===== config.mk =====
export PLATFORM = sky130hd
export DESIGN_NAME = alu8_status
export DESIGN_NICKNAME = d
export VERILOG_FILES = /design/src/rtl/alu8_pkg.sv /design/src/rtl/alu8_adder.sv /design/src/rtl/alu8_core.sv /design/src/rtl/alu8_flagreg.sv /design/src/rtl/alu8_status.sv
export SDC_FILE = /design/constraint.sdc
export NUM_CORES = 1
export LEC_CHECK = 0
export BUFFER_PORTS_ARGS = -buffer_cell sky130_fd_sc_hd__buf_2
export CAP_MARGIN = 20
export CORE_ASPECT_RATIO = 0.5
export CORE_MARGIN = 2
export CORE_UTILIZATION = 38
export DETAILED_ROUTE_END_ITERATION = 6
export SYNTH_ARGS = -nofsm -noshare
export SYNTH_HDL_FRONTEND = slang
export SYNTH_SLANG_ARGS = --single-unit

===== constraint.sdc =====
create_clock -name clk -period 13.1 [get_ports clk]
set_clock_uncertainty 0.15 [all_clocks]
set_input_delay 2.62 -clock clk [delete_from_list [all_inputs] [get_ports clk]]
set_output_delay 2.62 -clock clk [all_outputs]
set_load 0.05 [all_outputs]

===== src/rtl/alu8_pkg.sv =====
// Shared definitions for the 8-bit ALU: operation codes and status bit positions.
// Assumes an 8-bit status register. The bit positions are architectural.
package alu8_pkg;
    typedef enum logic [4:0] {
        OP_ADC  = 5'd0,  OP_SBC  = 5'd1,  OP_AND  = 5'd2,  OP_ORA  = 5'd3,
        OP_EOR  = 5'd4,  OP_ASL  = 5'd5,  OP_LSR  = 5'd6,  OP_ROL  = 5'd7,
        OP_ROR  = 5'd8,  OP_INC  = 5'd9,  OP_DEC  = 5'd10, OP_CMP  = 5'd11,
        OP_BIT  = 5'd12, OP_CLC  = 5'd13, OP_SEC  = 5'd14, OP_CLI  = 5'd15,
        OP_SEI  = 5'd16, OP_CLD  = 5'd17, OP_SED  = 5'd18, OP_CLV  = 5'd19,
        OP_PULL = 5'd20, OP_LOAD = 5'd21, OP_TXS  = 5'd22, OP_PSHS = 5'd23,
        OP_PSHH = 5'd24
    } alu_op_e;

    localparam int FN = 7;
    localparam int FV = 6;
    localparam int FU = 5;
    localparam int FB = 4;
    localparam int FD = 3;
    localparam int FI = 2;
    localparam int FZ = 1;
    localparam int FC = 0;
    localparam int SW = 8;
    localparam logic [SW-1:0] ST_FORCE1 = 8'h20;
    localparam logic [SW-1:0] ST_FORCE0 = 8'h10;
    localparam logic [SW-1:0] ST_RESET  = 8'h24;
endpackage


===== src/rtl/alu8_adder.sv =====
// Shared adder for add, subtract and compare. When inv is set it adds the
// one's complement of b, so carry out means "no borrow".
// Assumes DW >= 2.
module alu8_adder #(
    parameter int DW = 8
) (
    input  logic [DW-1:0] a,
    input  logic [DW-1:0] b,
    input  logic          inv,
    input  logic          cin,
    output logic [DW-1:0] sum,
    output logic          cout,
    output logic          ovf
);
    localparam int MSB = DW - 1;
    logic [DW-1:0] bi;

    // Add with optional complement and derive the signed overflow.
    always_comb begin
        bi          = inv ? ~b : b;
        {cout, sum} = {1'b0, a} + {1'b0, bi} + {{DW{1'b0}}, cin};
        ovf         = (a[MSB] == bi[MSB]) && (sum[MSB] != a[MSB]);
    end
endmodule


===== src/rtl/alu8_core.sv =====
// Combinational operation unit. It produces the result and write flag, plus
// a per-flag update mask and the new flag values. It holds no state and
// assumes flags_i is the current status.
module alu8_core
    import alu8_pkg::*;
#(
    parameter int DW = 8
) (
    input  alu_op_e       op,
    input  logic [DW-1:0] a,
    input  logic [DW-1:0] b,
    input  logic [SW-1:0] flags_i,
    output logic [DW-1:0] res,
    output logic          writes,
    output logic [SW-1:0] upd_mask,
    output logic [SW-1:0] upd_val
);
    localparam int MSB = DW - 1;
    logic [DW-1:0] sum;
    logic          cout, ovf, add_inv, add_cin, sh_c;
    logic [SW-1:0] push_sw, push_hw;

    // Operand setup for the shared adder.
    always_comb begin
        add_inv = (op != OP_ADC);
        add_cin = (op == OP_CMP) ? 1'b1 : flags_i[FC];
    end

    alu8_adder #(.DW(DW)) i_add (
        .a(a), .b(b), .inv(add_inv), .cin(add_cin),
        .sum(sum), .cout(cout), .ovf(ovf)
    );

    // Stack images of the status byte.
    always_comb begin
        push_sw = flags_i | ST_FORCE1 | ST_FORCE0;
        push_hw = (flags_i | ST_FORCE1) & ~ST_FORCE0;
    end

    // Result value, write flag and the bit shifted out.
    always_comb begin
        res    = '0;
        writes = 1'b0;
        sh_c   = 1'b0;
        unique case (op)
            OP_ADC, OP_SBC: begin res = sum;   writes = 1'b1; end
            OP_AND:  begin res = a & b;        writes = 1'b1; end
            OP_ORA:  begin res = a | b;        writes = 1'b1; end
            OP_EOR:  begin res = a ^ b;        writes = 1'b1; end
            OP_ASL:  begin res = {a[MSB-1:0], 1'b0};         sh_c = a[MSB]; writes = 1'b1; end
            OP_LSR:  begin res = {1'b0, a[MSB:1]};           sh_c = a[0];   writes = 1'b1; end
            OP_ROL:  begin res = {a[MSB-1:0], flags_i[FC]};  sh_c = a[MSB]; writes = 1'b1; end
            OP_ROR:  begin res = {flags_i[FC], a[MSB:1]};    sh_c = a[0];   writes = 1'b1; end
            OP_INC:  begin res = a + 1'b1;     writes = 1'b1; end
            OP_DEC:  begin res = a - 1'b1;     writes = 1'b1; end
            OP_LOAD, OP_TXS: begin res = b;    writes = 1'b1; end
            OP_PSHS: begin res = DW'(push_sw); writes = 1'b1; end
            OP_PSHH: begin res = DW'(push_hw); writes = 1'b1; end
            default: ;
        endcase
    end

    // Which flags change and to what.
    always_comb begin
        upd_mask = '0;
        upd_val  = '0;
        upd_val[FN] = res[MSB];
        upd_val[FZ] = (res == '0);
        unique case (op)
            OP_ADC, OP_SBC: begin
                upd_mask[FN] = 1'b1; upd_mask[FZ] = 1'b1;
                upd_mask[FV] = 1'b1; upd_mask[FC] = 1'b1;
                upd_val[FV]  = ovf;  upd_val[FC]  = cout;
            end
            OP_AND, OP_ORA, OP_EOR, OP_INC, OP_DEC, OP_LOAD: begin
                upd_mask[FN] = 1'b1; upd_mask[FZ] = 1'b1;
            end
            OP_ASL, OP_LSR, OP_ROL, OP_ROR: begin
                upd_mask[FN] = 1'b1; upd_mask[FZ] = 1'b1; upd_mask[FC] = 1'b1;
                upd_val[FC]  = sh_c;
            end
            OP_CMP: begin
                upd_mask[FN] = 1'b1; upd_mask[FZ] = 1'b1; upd_mask[FC] = 1'b1;
                upd_val[FN]  = sum[MSB];
                upd_val[FZ]  = (sum == '0);
                upd_val[FC]  = cout;
            end
            OP_BIT: begin
                upd_mask[FN] = 1'b1; upd_mask[FV] = 1'b1; upd_mask[FZ] = 1'b1;
                upd_val[FN]  = b[MSB];
                upd_val[FV]  = b[MSB-1];
                upd_val[FZ]  = ((a & b) == '0);
            end
            OP_CLC: begin upd_mask[FC] = 1'b1; upd_val[FC] = 1'b0; end
            OP_SEC: begin upd_mask[FC] = 1'b1; upd_val[FC] = 1'b1; end
            OP_CLI: begin upd_mask[FI] = 1'b1; upd_val[FI] = 1'b0; end
            OP_SEI: begin upd_mask[FI] = 1'b1; upd_val[FI] = 1'b1; end
            OP_CLD: begin upd_mask[FD] = 1'b1; upd_val[FD] = 1'b0; end
            OP_SED: begin upd_mask[FD] = 1'b1; upd_val[FD] = 1'b1; end
            OP_CLV: begin upd_mask[FV] = 1'b1; upd_val[FV] = 1'b0; end
            OP_PULL: begin
                upd_mask = ~(ST_FORCE1 | ST_FORCE0);
                upd_val  = SW'(b);
            end
            default: ;
        endcase
    end
endmodule


===== src/rtl/alu8_flagreg.sv =====
// Status register with a per-bit update mask. The constant bits are forced
// on every load. Assumes the mask is meaningful only when en is high.
module alu8_flagreg
    import alu8_pkg::*;
(
    input  logic          clk,
    input  logic          rst_n,
    input  logic          en,
    input  logic [SW-1:0] mask,
    input  logic [SW-1:0] val,
    output logic [SW-1:0] q
);
    logic [SW-1:0] nxt;

    // Merge the new flag values into the held ones.
    always_comb nxt = (q & ~mask) | (val & mask);

    // Register the status, with synchronous active-low reset.
    always_ff @(posedge clk) begin
        if (!rst_n)  q <= ST_RESET;
        else if (en) q <= (nxt | ST_FORCE1) & ~ST_FORCE0;
    end
endmodule


===== src/rtl/alu8_status.sv =====
// Top level: combinational ALU with a registered status register. Flags
// update on the rising edge when op_valid is high. Assumes the inputs are
// stable around the edge.
module alu8_status
    import alu8_pkg::*;
#(
    parameter int DW = 8
) (
    input  logic          clk,
    input  logic          rst_n,
    input  logic          op_valid,
    input  logic [4:0]    op_code,
    input  logic [DW-1:0] opa,
    input  logic [DW-1:0] opb,
    output logic [DW-1:0] result,
    output logic          res_wr,
    output logic [SW-1:0] status
);
    logic          writes;
    logic [SW-1:0] mask, val;
    alu_op_e       op;

    // Map the raw code onto the operation type.
    always_comb op = alu_op_e'(op_code);

    alu8_core #(.DW(DW)) i_core (
        .op(op), .a(opa), .b(opb), .flags_i(status),
        .res(result), .writes(writes), .upd_mask(mask), .upd_val(val)
    );

    alu8_flagreg i_flags (
        .clk(clk), .rst_n(rst_n), .en(op_valid),
        .mask(mask), .val(val), .q(status)
    );

    // Write-back strobe for the result.
    always_comb res_wr = op_valid && writes;
endmodule


==> flow_summary.ini, run 1 <==
[outcome]
status = finished, final reports clean

[placed_design]
dp.final_hpwl_um = 5660
port_buffers = 38
postPlaceCellArea_um2 = 2410
gp_congestion = 0.903

[setup_path]
cp_max_fo = 27
endpoint_kind = output port
worstPathRequired_ps = 10330
crit_type = in2out
critical_path_arrival_ps = 5920
rrSetupSlack_ps = 9670
crit_path_start_kind = input pin

[power_and_ir_drop]
vdd_drop_max_mv = 0.117
p_leak_nw = 1.11
total_power_mw = 0.163
power.density_nw_per_um2 = 65.5

[sta]
rsz0062_at_grt = false
setup_viol = 0
hold_viol = 0
max_slew_margin = 0.313
tightestPinTransition_ps = 1020
finalCriticalPeriod_ps = 8690
finalCritPeriodShare = 0.664
fmax_mhz = 115
fin_setup_tns_ps = 0
slew_viol_final = 0

[global_routing]
overflow = 0
met1_usage = 0.317
grt_pass1_wl_um = 11600
grt_use_met3 = 0.0282
grt_antenna_before_repair = 0
grt_max_degree = 29
met2_usage = 0.359
grt-busiest-layer = met2
first_global_vias = 2284
grt_use_total = 0.220

[detailed_routing]
drc = 0
detail_route.wirelength_um = 7190
postRouteAntennaNets = 0
vias = 2507
firstDrtPassIters = 4
vias_per_cell = 6.16
drt_iter0_markers = 232
avgRoutedWirePerCell_um = 17.7

[clocking]
cts_hold_buf = 0
cts_tree = done
cts_resized = 0
htree_levels = 1
cts_setup_buffers = 0
ctsLongestPathBuffers = 2
cts_buffers = 3
insertion_delay_ps = 230
clockRootBuffer = clkbuf_16
cts.sinks = 6
clkTransAtPathRegs_ps = 30

[logic_synthesis]
ys.warnings.count = 0
syn_avg_cell_area_um2 = 7.11
ys_ff_latch = 6
ys_seq_area_frac = 0.0543
synth.distinct_cells = 58
async_flop_share = 0
netlist_top_cells_area = ha_1, xnor2_1, dfxtp_1
synth_edf_count = 0
synthCells = 311
syn_area_um2 = 2210
synth_top_area_frac = 0.164
synth_ff_type = dfxtp_1
synth_top_area_cell = ha_1
synth_nets = 367

[floorplanning]
start_util = 0.399
rows = 19
die_width_um = 112
die-height_um = 57.9
coreArea_um2 = 5540
boundaryPins = 41
fp.dieArea_um2 = 6480

[cells_and_area]
syn_to_final_growth_pct = 12.3
most-common-layout-cells = buf_2, ha_1, nand2_1
design_area_um2 = 2480
layout-drive-gt1-share = 0.162
nets = 392
diodes = 0
final_common_cell = buf_2

[flow_run]
drv_cap = 0

[min_path]
hold_path_class = reg2reg
final timing paths:
kind	startpoint	end	cells past startpoint
worst max-delay path	op_code[4]	result[6]	12
worst min-delay path	flop	flop	2
worst max register to register	flop	flop	10
worst min register to register	flop	flop	2
through the flow:
step / setup WS [ps] / instances / utilization / hold slack (ps)
6_report: 4410 / 407 / 0.448 / 389
5_1_grt: 4160 / 407 / 0.448 / 425
4_1_cts: 4440 / 407 / 0.448 / 386
3_5_place_dp: 4450 / 404 / 0.435 / 380
3_3_place_gp: 4550 / 404 / 0.435 / 376
2_1_floorplan: 4650 / 311 / - / 542
cells in the mapped netlist (3+ instances only):
library cell and number:
ha_1 29, nand2_1 28, inv_1 25, a21oi_1 18, nor2_1 16, nand3_1 15
o21ai_0 14, xnor2_1 14, a22oi_1 11, nor3_1 11, clkbuf_1 10, a211oi_1 7
xor2_1 7, dfxtp_1 6, nand4_1 6, o22ai_1 6, a22o_1 5, a21o_1 4
nor2b_1 4, nor4_1 4, o2111ai_1 4, o21a_1 4, a222oi_1 3, a32oi_1 3
buf_1 3, buf_2 3, buf_6 3, fa_1 3, nor4b_1 3, or2_2 3
power by group:
| group | switching, mW | internal, mW |
|---|---|---|
| registers | 0.00110 | 0.0195 |
| logic | 0.0621 | 0.0310 |
| clock network | 0.00993 | 0.0391 |
| total | 0.0731 | 0.0896 |
metal layers:
layer,up-vias,part of all wire
met5,-,0
met4,0,0.011
met3,8,0.10
met2,101,0.45
met1,1185,0.44
li1,1213,-
worst max-delay path, stage by stage:
cell and delay (ps):
buf_2 250, nor2_1 260, nand2_1 350, xnor2_1 260, fa_1 450, fa_1 440, a211oi_1 260, o21ai_0 130
a211oi_1 250, a21oi_1 80, a221o_1 340, buf_2 210
final cells by class:
| class | instances | area (µm²) |
|---|---|---|
| Sequential cell | 6 | 120 |
| Inverter | 25 | 93.8 |
| Clock buffer | 3 | 75.1 |
| Multi-Input combinational cell | 259 | 1890 |
| Fill cell | 589 | 3060 |
| Tap cell | 73 | 91.3 |
| Timing Repair Buffer | 41 | 213 |
kinds of logic after synthesis:
kind of cell | count (synthesis) | share of synthesized area
compound gates | 97 | 0.314
xor+xnor | 21 | 0.0832
fa+ha+maj | 32 | 0.191
buf+inv | 46 | 0.0934
flops | 6 | 0.0543
other cells | 2 | 0.00340
simple gates | 107 | 0.261
(Power assumes the default switching activity.)
==> run 2: changes to the inputs <==
==> constraint.sdc (replaced) <==
create_clock -name clk -period 7.5 [get_ports clk]
set_clock_uncertainty 0.15 [all_clocks]
set_input_delay 1.5 -clock clk [delete_from_list [all_inputs] [get_ports clk]]
set_output_delay 1.5 -clock clk [all_outputs]
set_load 0.05 [all_outputs]
==> flow_summary.ini, run 2 (synthesized netlist as in run 1, its figures left out) <==
[sta]
fmax_mhz = 155
timing.hold.ws_ps = 380
fin_setup_tns_ps = 0
finalCritPeriodShare = 0.860
tightestPinTransition_ps = 1120
setup_viol = 0
finalCriticalPeriod_ps = 6450
max_slew_margin = 0.244
slew_viol_final = 0
hold_viol = 0
rsz0062_at_grt = false

[floorplanning]
die_width_um = 112
fp.dieArea_um2 = 6480
coreArea_um2 = 5540
rows = 19
boundaryPins = 41
die-height_um = 57.9
start_util = 0.399

[placed_design]
postPlaceCellArea_um2 = 2410
dp.final_hpwl_um = 5510
port_buffers = 38
gp_congestion = 0.904

[setup_path]
cp.buffers_inverters = 2
crit_end = result[6]
crit_start = op_code[4]
endpoint_kind = output port
slowest_delay_ps = 450
r2r_cells = 10
cpLargestDelayFamily = compound AO/OA/AOI/OAI gates
worstPathRequired_ps = 5850
path_depth = 12
crit_type = in2out
path_cells = buf_2, nor2_1, nand2_1, xnor2_1, fa_1, fa_1, a211oi_1, o21ai_0, a211oi_1, a21oi_1, a221o_1, buf_2
rrSetupSlack_ps = 4080
cp_max_fo = 27
cp_slowest_cell = fa_1
crit_path_start_kind = input pin
critical_path_arrival_ps = 4800

[detailed_routing]
drt_iter0_markers = 230
detail_route.wirelength_um = 7060
firstDrtPassIters = 5
vias = 2477
drc = 0
vias_per_cell = 6.09
avgRoutedWirePerCell_um = 17.4
postRouteAntennaNets = 0

[clocking]
clkTransAtPathRegs_ps = 30
cts_hold_buf = 0
clockRootBuffer = clkbuf_16
ctsLongestPathBuffers = 2
insertion_delay_ps = 230
cts.sinks = 6
cts_buffers = 3
htree_levels = 1
cts_tree = done
cts_setup_buffers = 0
cts_resized = 0

[global_routing]
overflow = 0
grt_use_total = 0.218
grt_max_degree = 29
grt_antenna_before_repair = 0
first_global_vias = 2210
grt_pass1_wl_um = 11300

[cells_and_area]
syn_to_final_growth_pct = 12.3
diodes = 0
design_area_um2 = 2480
nets = 392
final_common_cell = buf_2
fin_util = 0.448
layout-drive-gt1-share = 0.162
most-common-layout-cells = buf_2, ha_1, nand2_1

[power_and_ir_drop]
vdd_drop_max_mv = 0.172
p_leak_nw = 1.11
total_power_mw = 0.283
power.density_nw_per_um2 = 114

[outcome]
status = finished, final reports clean

[flow_run]
drv_cap = 0

[min_path]
hold_path_class = reg2reg
## run 2: stage by stage
stage / worst slack [ps] / instances
floorplan: 1290 / 311
finish: 1050 / 407
CTS: 1100 / 407
global route: 811 / 407
detailed placement: 1110 / 404
global placement: 1190 / 404
## run 2: power by group
| part | switching, mW | internal (mW) |
|---|---|---|
| clock network | 0.0168 | 0.0683 |
| registers | 0.00209 | 0.0340 |
| logic | 0.108 | 0.0540 |
## run 2: area by class of cell
cell class	instances	area, µm²
clock buffer	3	75.1
sequential	6	120
inverter	25	93.8
tap	73	91.3
multi-input combinational	259	1890
fill	577	3060
timing repair buffer	41	213
## run 2: worst min path at each step
stage / from / endpoint / slack (ps) / depth (start not counted)
finish: flop / flop / 380 / 2
global placement: flop / flop / 380 / 2
global route: flop / flop / 420 / 2
detailed placement: flop / flop / 380 / 2
floorplan: flop / flop / 540 / 2
CTS: flop / flop / 380 / 2
## run 2: worst reg2reg max path, cell delays in order, from the launching register on
cell and delay [ps]:
dfxtp_1 360, or2_2 330, fa_1 410, fa_1 430, a21o_1 180, a21oi_1 170, xnor2_1 120, or4_1 520
or3_1 360, a31o_2 270, o31ai_2 50
## run 2: metal layers
metal,track usage,part of all wire,vias to the layer above
li1,-,-,1209
met2,0.345,0.45,77
met1,0.324,0.48,1185
met4,0.0388,0.0064,0
met5,0,0,-
met3,0.0272,0.071,6
